## src/rtl/dbg_pace_pkg.sv

```systemverilog
package dbg_pace_pkg;
  localparam logic [2:0] K_HW_RD = 3'd0;
  localparam logic [2:0] K_HW_WR = 3'd1;
  localparam logic [2:0] K_FW_RD = 3'd2;
  localparam logic [2:0] K_FW_WR = 3'd3;
  localparam logic [2:0] K_STEP  = 3'd4;
  localparam logic [2:0] K_RESUME = 3'd5;

  typedef enum logic [1:0] {
    PH_CMD  = 2'd0,
    PH_ADDR = 2'd1,
    PH_DATA = 2'd2
  } phase_e;

  typedef enum logic [1:0] {
    GAP_NONE = 2'd0,
    GAP_HW   = 2'd1,
    GAP_FW   = 2'd2,
    GAP_EXIT = 2'd3
  } gap_sel_e;
endpackage

```

## src/rtl/dbg_pace_plan.sv

```systemverilog
// Per-kind phase route: which gap follows the current phase and what comes next.
module dbg_pace_plan
  import dbg_pace_pkg::*;
(
  input  logic [2:0] kind_i,
  input  phase_e     phase_i,
  output gap_sel_e   gap_o,
  output logic       more_o,
  output phase_e     next_o
);
  always_comb begin
    gap_o  = GAP_NONE;
    more_o = 1'b0;
    next_o = PH_CMD;
    unique case (kind_i)
      K_HW_RD, K_HW_WR: begin
        unique case (phase_i)
          PH_CMD:  begin more_o = 1'b1; next_o = PH_ADDR; end
          PH_ADDR: begin
            more_o = 1'b1;
            next_o = PH_DATA;
            if (kind_i == K_HW_RD) gap_o = GAP_HW;
          end
          default: if (kind_i == K_HW_WR) gap_o = GAP_HW;
        endcase
      end
      K_FW_RD: begin
        if (phase_i == PH_CMD) begin
          gap_o  = GAP_FW;
          more_o = 1'b1;
          next_o = PH_DATA;
        end
      end
      K_FW_WR: begin
        if (phase_i == PH_CMD) begin
          more_o = 1'b1;
          next_o = PH_DATA;
        end else begin
          gap_o = GAP_FW;
        end
      end
      K_STEP, K_RESUME: gap_o = GAP_EXIT;
      default: ;
    endcase
  end
endmodule

```

## src/rtl/dbg_pace_gap_ctr.sv

```systemverilog
// Shared gap timer: loads the selected length, counts target ticks down to zero.
module dbg_pace_gap_ctr
  import dbg_pace_pkg::*;
#(
  parameter int unsigned HW_GAP   = 150,
  parameter int unsigned FW_GAP   = 32,
  parameter int unsigned EXIT_GAP = 64
) (
  input  logic     clk_i,
  input  logic     rst_ni,
  input  logic     load_i,
  input  gap_sel_e sel_i,
  input  logic     tick_i,
  output logic     zero_o
);
  localparam int unsigned MAX_A = (HW_GAP > FW_GAP) ? HW_GAP : FW_GAP;
  localparam int unsigned MAX_G = (MAX_A > EXIT_GAP) ? MAX_A : EXIT_GAP;
  localparam int unsigned CW    = $clog2(MAX_G + 2);

  logic [CW-1:0] cnt_q, len;

  always_comb begin
    unique case (sel_i)
      GAP_HW:   len = CW'(HW_GAP);
      GAP_FW:   len = CW'(FW_GAP);
      GAP_EXIT: len = CW'(EXIT_GAP);
      default:  len = '0;
    endcase
  end

  always_ff @(posedge clk_i or negedge rst_ni) begin
    if (!rst_ni)                       cnt_q <= '0;
    else if (load_i)                   cnt_q <= len;
    else if (tick_i && cnt_q != '0)    cnt_q <= cnt_q - CW'(1);
  end

  assign zero_o = (cnt_q == '0);
endmodule

```

## src/rtl/dbg_pace_seq.sv

```systemverilog
module dbg_pace_seq
  import dbg_pace_pkg::*;
#(
  parameter int unsigned W        = 16,
  parameter int unsigned HW_GAP   = 150,
  parameter int unsigned FW_GAP   = 32,
  parameter int unsigned EXIT_GAP = 64
) (
  input  logic         clk_i,
  input  logic         rst_ni,
  input  logic         tick_i,
  input  logic         cmd_valid_i,
  output logic         cmd_ready_o,
  input  logic [2:0]   cmd_kind_i,
  input  logic [W-1:0] cmd_addr_i,
  input  logic [W-1:0] cmd_data_i,
  output logic         tx_start_o,
  output logic [1:0]   tx_phase_o,
  output logic [W-1:0] tx_payload_o,
  input  logic         tx_done_i
);
  typedef enum logic [1:0] {ST_IDLE, ST_ISSUE, ST_WAIT, ST_GAP} st_e;

  st_e          st_q, st_d;
  phase_e       ph_q, ph_d;
  logic [2:0]   kind_q;
  logic [W-1:0] addr_q, data_q;
  logic         take, load, zero, more;
  gap_sel_e     gap;
  phase_e       next_ph;

  dbg_pace_plan u_plan (
    .kind_i (kind_q),
    .phase_i(ph_q),
    .gap_o  (gap),
    .more_o (more),
    .next_o (next_ph)
  );

  dbg_pace_gap_ctr #(
    .HW_GAP  (HW_GAP),
    .FW_GAP  (FW_GAP),
    .EXIT_GAP(EXIT_GAP)
  ) u_gap (
    .clk_i (clk_i),
    .rst_ni(rst_ni),
    .load_i(load),
    .sel_i (gap),
    .tick_i(tick_i),
    .zero_o(zero)
  );

  always_comb begin
    st_d = st_q;
    ph_d = ph_q;
    take = 1'b0;
    load = 1'b0;
    unique case (st_q)
      ST_IDLE: if (cmd_valid_i) begin
        take = 1'b1;
        ph_d = PH_CMD;
        st_d = ST_ISSUE;
      end
      ST_ISSUE: st_d = ST_WAIT;
      ST_WAIT: if (tx_done_i) begin
        if (gap != GAP_NONE) begin
          load = 1'b1;
          st_d = ST_GAP;
        end else if (more) begin
          ph_d = next_ph;
          st_d = ST_ISSUE;
        end else begin
          st_d = ST_IDLE;
        end
      end
      default: if (zero) begin
        if (more) begin
          ph_d = next_ph;
          st_d = ST_ISSUE;
        end else begin
          st_d = ST_IDLE;
        end
      end
    endcase
  end

  always_ff @(posedge clk_i or negedge rst_ni) begin
    if (!rst_ni) begin
      st_q   <= ST_IDLE;
      ph_q   <= PH_CMD;
      kind_q <= '0;
      addr_q <= '0;
      data_q <= '0;
    end else begin
      st_q <= st_d;
      ph_q <= ph_d;
      if (take) begin
        kind_q <= cmd_kind_i;
        addr_q <= cmd_addr_i;
        data_q <= cmd_data_i;
      end
    end
  end

  logic is_write;
  assign is_write = (kind_q == K_HW_WR) || (kind_q == K_FW_WR);

  always_comb begin
    unique case (ph_q)
      PH_ADDR: tx_payload_o = addr_q;
      PH_DATA: tx_payload_o = is_write ? data_q : '0;
      default: tx_payload_o = W'(kind_q);
    endcase
  end

  assign cmd_ready_o = (st_q == ST_IDLE);
  assign tx_start_o  = (st_q == ST_ISSUE);
  assign tx_phase_o  = ph_q;
endmodule

```

## config.mk

```make
export PLATFORM = sky130hd
export DESIGN_NAME = dbg_pace_seq
export DESIGN_NICKNAME = d
export VERILOG_FILES = /design/src/rtl/dbg_pace_pkg.sv /design/src/rtl/dbg_pace_plan.sv /design/src/rtl/dbg_pace_gap_ctr.sv /design/src/rtl/dbg_pace_seq.sv
export SDC_FILE = /design/constraint.sdc
export NUM_CORES = 1
export LEC_CHECK = 0
export CAP_MARGIN = 40
export CELL_PAD_IN_SITES_DETAIL_PLACEMENT = 0
export CELL_PAD_IN_SITES_GLOBAL_PLACEMENT = 1
export CORE_AREA = 2 2 80 82
export DETAILED_ROUTE_END_ITERATION = 8
export DIE_AREA = 0 0 82 84
export GPL_ROUTABILITY_DRIVEN = 0
export PLACE_DENSITY = 0.88
export SLEW_MARGIN = 25
export SYNTH_ARGS = -nofsm -noshare
export SYNTH_HDL_FRONTEND = slang
export SYNTH_SLANG_ARGS = --single-unit
```

## constraint.sdc

```tcl
create_clock -name clk_i -period 3.7 [get_ports clk_i]
set_clock_uncertainty 0.05 [all_clocks]
set_input_delay 0.555 -clock clk_i [delete_from_list [all_inputs] [get_ports clk_i]]
set_output_delay 0.555 -clock clk_i [all_outputs]
set_load 0.01 [all_outputs]
```

==> summary.txt <==
Layout
  • Fin nets: around 320
  • Area growth from synthesis to layout: 32.3%
  • Cell area after layout: 3190 um^2
  • Antenna cells: 0
  • Area used by multi-input combinational logic: 1150 um^2
  • Layout cells sized above 1: approximately a fifth
  • Seq. cell area: 1180 um^2
  • Filler cell count in the final layout: 577
  • Layout Utilization: 52.3%

Power
  • Cell internal pwr: 1570 uW
  • Clk network pwr share: roughly 16%
  • Net Sw Frac: 34.6%
  • Leak: 0.00127 uW
  • Psw: 827 uW
  • Sequential power share: 40.1%
  • Pwr Density: 750 nW/um^2
  • VDD IR max: 0.316 mV
  • Combinational power share: between 40% and 50%

Drt
  • Routed WL: 5.18 mm
  • DRT Pass-1 Iters: 4
  • Post-DRT Antenna Nets: 0
  • Initial drt markers: 60
  • Via count: 1776
  • DR vias/cell: between 5 and 6
  • DRC Markers: 0
  • Avg WL per Cell: roughly 15 um

Synth
  • Top-count cell post-synth: dfrtp_1
  • Synth top cells by count: dfrtp_1, mux2_2, a22oi_1, nor2b_1, nor2_1
  • Asr flop ratio synth: 100%
  • Ys flop type: dfrtp_1
  • Mapped Nets: ~260
  • Synth area leaders: dfrtp_1, mux2_2, a22oi_1
  • Synthesized netlist cell count: 213
  • Yosys top cell area share: 48.8%
  • Yosys cell types: 38
  • Synthesized flop and latch total: 47
  • Leading area contributor after synthesis: dfrtp_1
  • Post-synth EDFFs: 0
  • Avg Inst Size Synth: around 11 um^2
  • Yosys synthesis warning count: 0
  • Cell Area, Synth: 2410 um^2
  • Post-synthesis sequential area ratio: 48.8%

Worst setup path
  • CP max-delay cell: clkdlybuf4s50_1
  • Worst path required time: 3.09 ns
  • R2r endpoint: tx_phase_o[1]$_DFFE_PN0P_
  • Crit. End Element: output pin
  • Reg2reg start: tx_phase_o[1]$_DFFE_PN0P_
  • Length in cells of the worst reg-to-reg path: 7
  • Critical path depth: 5
  • CP arrival: 2.48 ns
  • Critical path class: reg2out
  • Top fanout value on the critical path: 16
  • Worst path cell trace: nor2b_1, and2_1, a22oi_1, a21oi_1, clkdlybuf4s50_1
  • Startpoint type of the worst setup path: register
  • Crit path buf inv count: 1
  • R2R setup slack: 1.14 ns
  • Delay-heaviest family, CP: simple AND/OR/NAND/NOR gates
  • CP peak stage delay: about 0.57 ns

Clock network
  • Setup Fix Bufs, Post-CTS: 0
  • Clock slew at reported path FFs: 0.09 ns
  • PostCTS Resize Cnt: 0
  • Hold_buf cts: 0
  • Num CTS Buffers: 5
  • Clock insertion delay at the later pin of the skew report: 0.30 ns
  • CTS tree: yes
  • Root Buffer: clkbuf_8
  • CTS Sinks: 47
  • Htree depth: 2
  • Clock Path Buffers: 2

Global route
  • Number of global-route vias before repair: 1788
  • Largest net degree at the start of global routing: 36
  • First-pass GRT wire length: 8.61 mm
  • Antenna violations before repair: 0
  • Gr usage total: 16.3%
  • Global route overflow: 0

Hold path
  • Worst Hold Class: in2async

Timing
  • Worst-margin pin slew: around 0.69 ns
  • Rel. slew slack: 54.0%
  • Final setup TNS: 0 ns
  • Max frequency: between 300 and 400 MHz
  • Final worst-path cycle share: 83.4%
  • Min cycle time layout: 3.09 ns
  • Unrepaired setup endpoints after global routing: no
  • Final Hold Vio Count: 0
  • # setup viols final: 0
  • Final Slew Violations: 0

Placed design
  • Port Buffers: between 50 and 60
  • DP HPWL: 3.69 mm
  • Post-DP Area: a little over 3000 um^2

Die
  • Horiz. Die Dim: just over 80 um
  • IO Pins: 60
  • Initial Utilization: 39.6%
  • Die area: 6890 um^2
  • Placeable Area: about 6000 um^2
  • Die height: 84 um
  • Row count: 29

Flow run
  • Max-cap violation count: 0

Status
  • Status: finished, final reports clean
==> worst register-to-register path: cells and delay by family, from the launching register on <==
| family | cells | cell delay, ns |
|---|---|---|
| AND/OR/NAND/NOR | 1 | 0.15 |
| multiplexers | 1 | 0.32 |
| buffers and inverters | 1 | 0.12 |
| AO/OA/AOI/OAI | 3 | 0.80 |
| flip-flops | 1 | 0.42 |
| adder cells (fa/ha/maj) | 1 | 0.61 |
==> through the flow <==
step / power (uW) / std cells / worst slack, ns / hold WS [ns]
floorplan: 1680 / 213 / 1.49 / 0.209
global placement: 1990 / 338 / 0.984 / 0.441
detailed placement: 2010 / 339 / 0.955 / 0.448
CTS: 2420 / 347 / 0.607 / 0.145
global route: 2570 / 347 / 0.391 / 0.160
finish: 2390 / 347 / 0.614 / 0.143
==> cells by family after synthesis <==
family	share of synthesized area [%]
xor gates and xnor gates	1.45
adders and majority gates	3.11
buffers and inverters	3.43
DFF	48.8
muxes	18.2
and+or+nand+nor	13.2
AOI/OAI and AO/OA	11.8
==> cell type report <==
class	instances	share of cell area, %
inverters	7	0.824
clock inverters	2	1.10
clock buffers	6	2.59
flip-flops and latches	47	36.9
repair buffers	62	19.5
multi-input cells	146	36.1
well taps	77	3.02
==> worst max-delay path by stage <==
stage	from	to	slack (ns)
after floorplan	tx_phase_o[1]$_DFFE_PN0P_	tx_phase_o[1]$_DFFE_PN0P_	1.49
after global placement	kind_q[2]$_DFFE_PN0P_	tx_payload_o[0]	0.98
after detailed placement	tx_phase_o[1]$_DFFE_PN0P_	tx_payload_o[0]	0.96
after CTS	tx_phase_o[1]$_DFFE_PN0P_	tx_payload_o[0]	0.61
after global routing	kind_q[0]$_DFFE_PN0P_	tx_payload_o[0]	0.39
final	kind_q[0]$_DFFE_PN0P_	tx_payload_o[0]	0.61
==> power by group through the flow <==
stage,registers [uW],logic [uW],clock network [uW]
6_report,960,1040,391
3_3_place_gp,958,1030,0
4_1_cts,960,1060,400
5_1_grt,992,1150,427
2_1_floorplan,898,778,0
3_5_place_dp,969,1050,0
==> state kept, by name, indices dropped and copies added, names as in the netlist <==
| signal | cells |
|---|---|
| st_q | 2 |
| u_gap.cnt_q | 8 |
| tx_phase_o | 2 |
| kind_q | 3 |
| data_q | 16 |
| addr_q | 16 |
==> per-layer routing <==
| layer | vias up | global-route usage (%) | wire (um) |
|---|---|---|---|
| met5 | - | 0 | 0 |
| met1 | 862 | 22.4 | 2430 |
| met3 | 2 | 4.76 | 274 |
| met2 | 45 | 24.8 | 2440 |
| met4 | 0 | 5.00 | 33 |
| li1 | 867 | - | - |
==> cell usage in the layout, fill, tap and decap left out, types with 4 or more instances in the layout <==
cell type,synthesis,routed
clkbuf_8,0,6
ha_1,6,6
nor3_1,7,7
clkdlybuf4s50_1,0,58
a22oi_1,16,16
nand2_1,4,4
dfrtp_1,47,47
mux2_2,35,35
o21ai_0,9,9
nor2_1,12,12
inv_1,7,7
a21oi_1,8,8
nor2b_1,16,16
(Power assumes the default switching activity.)
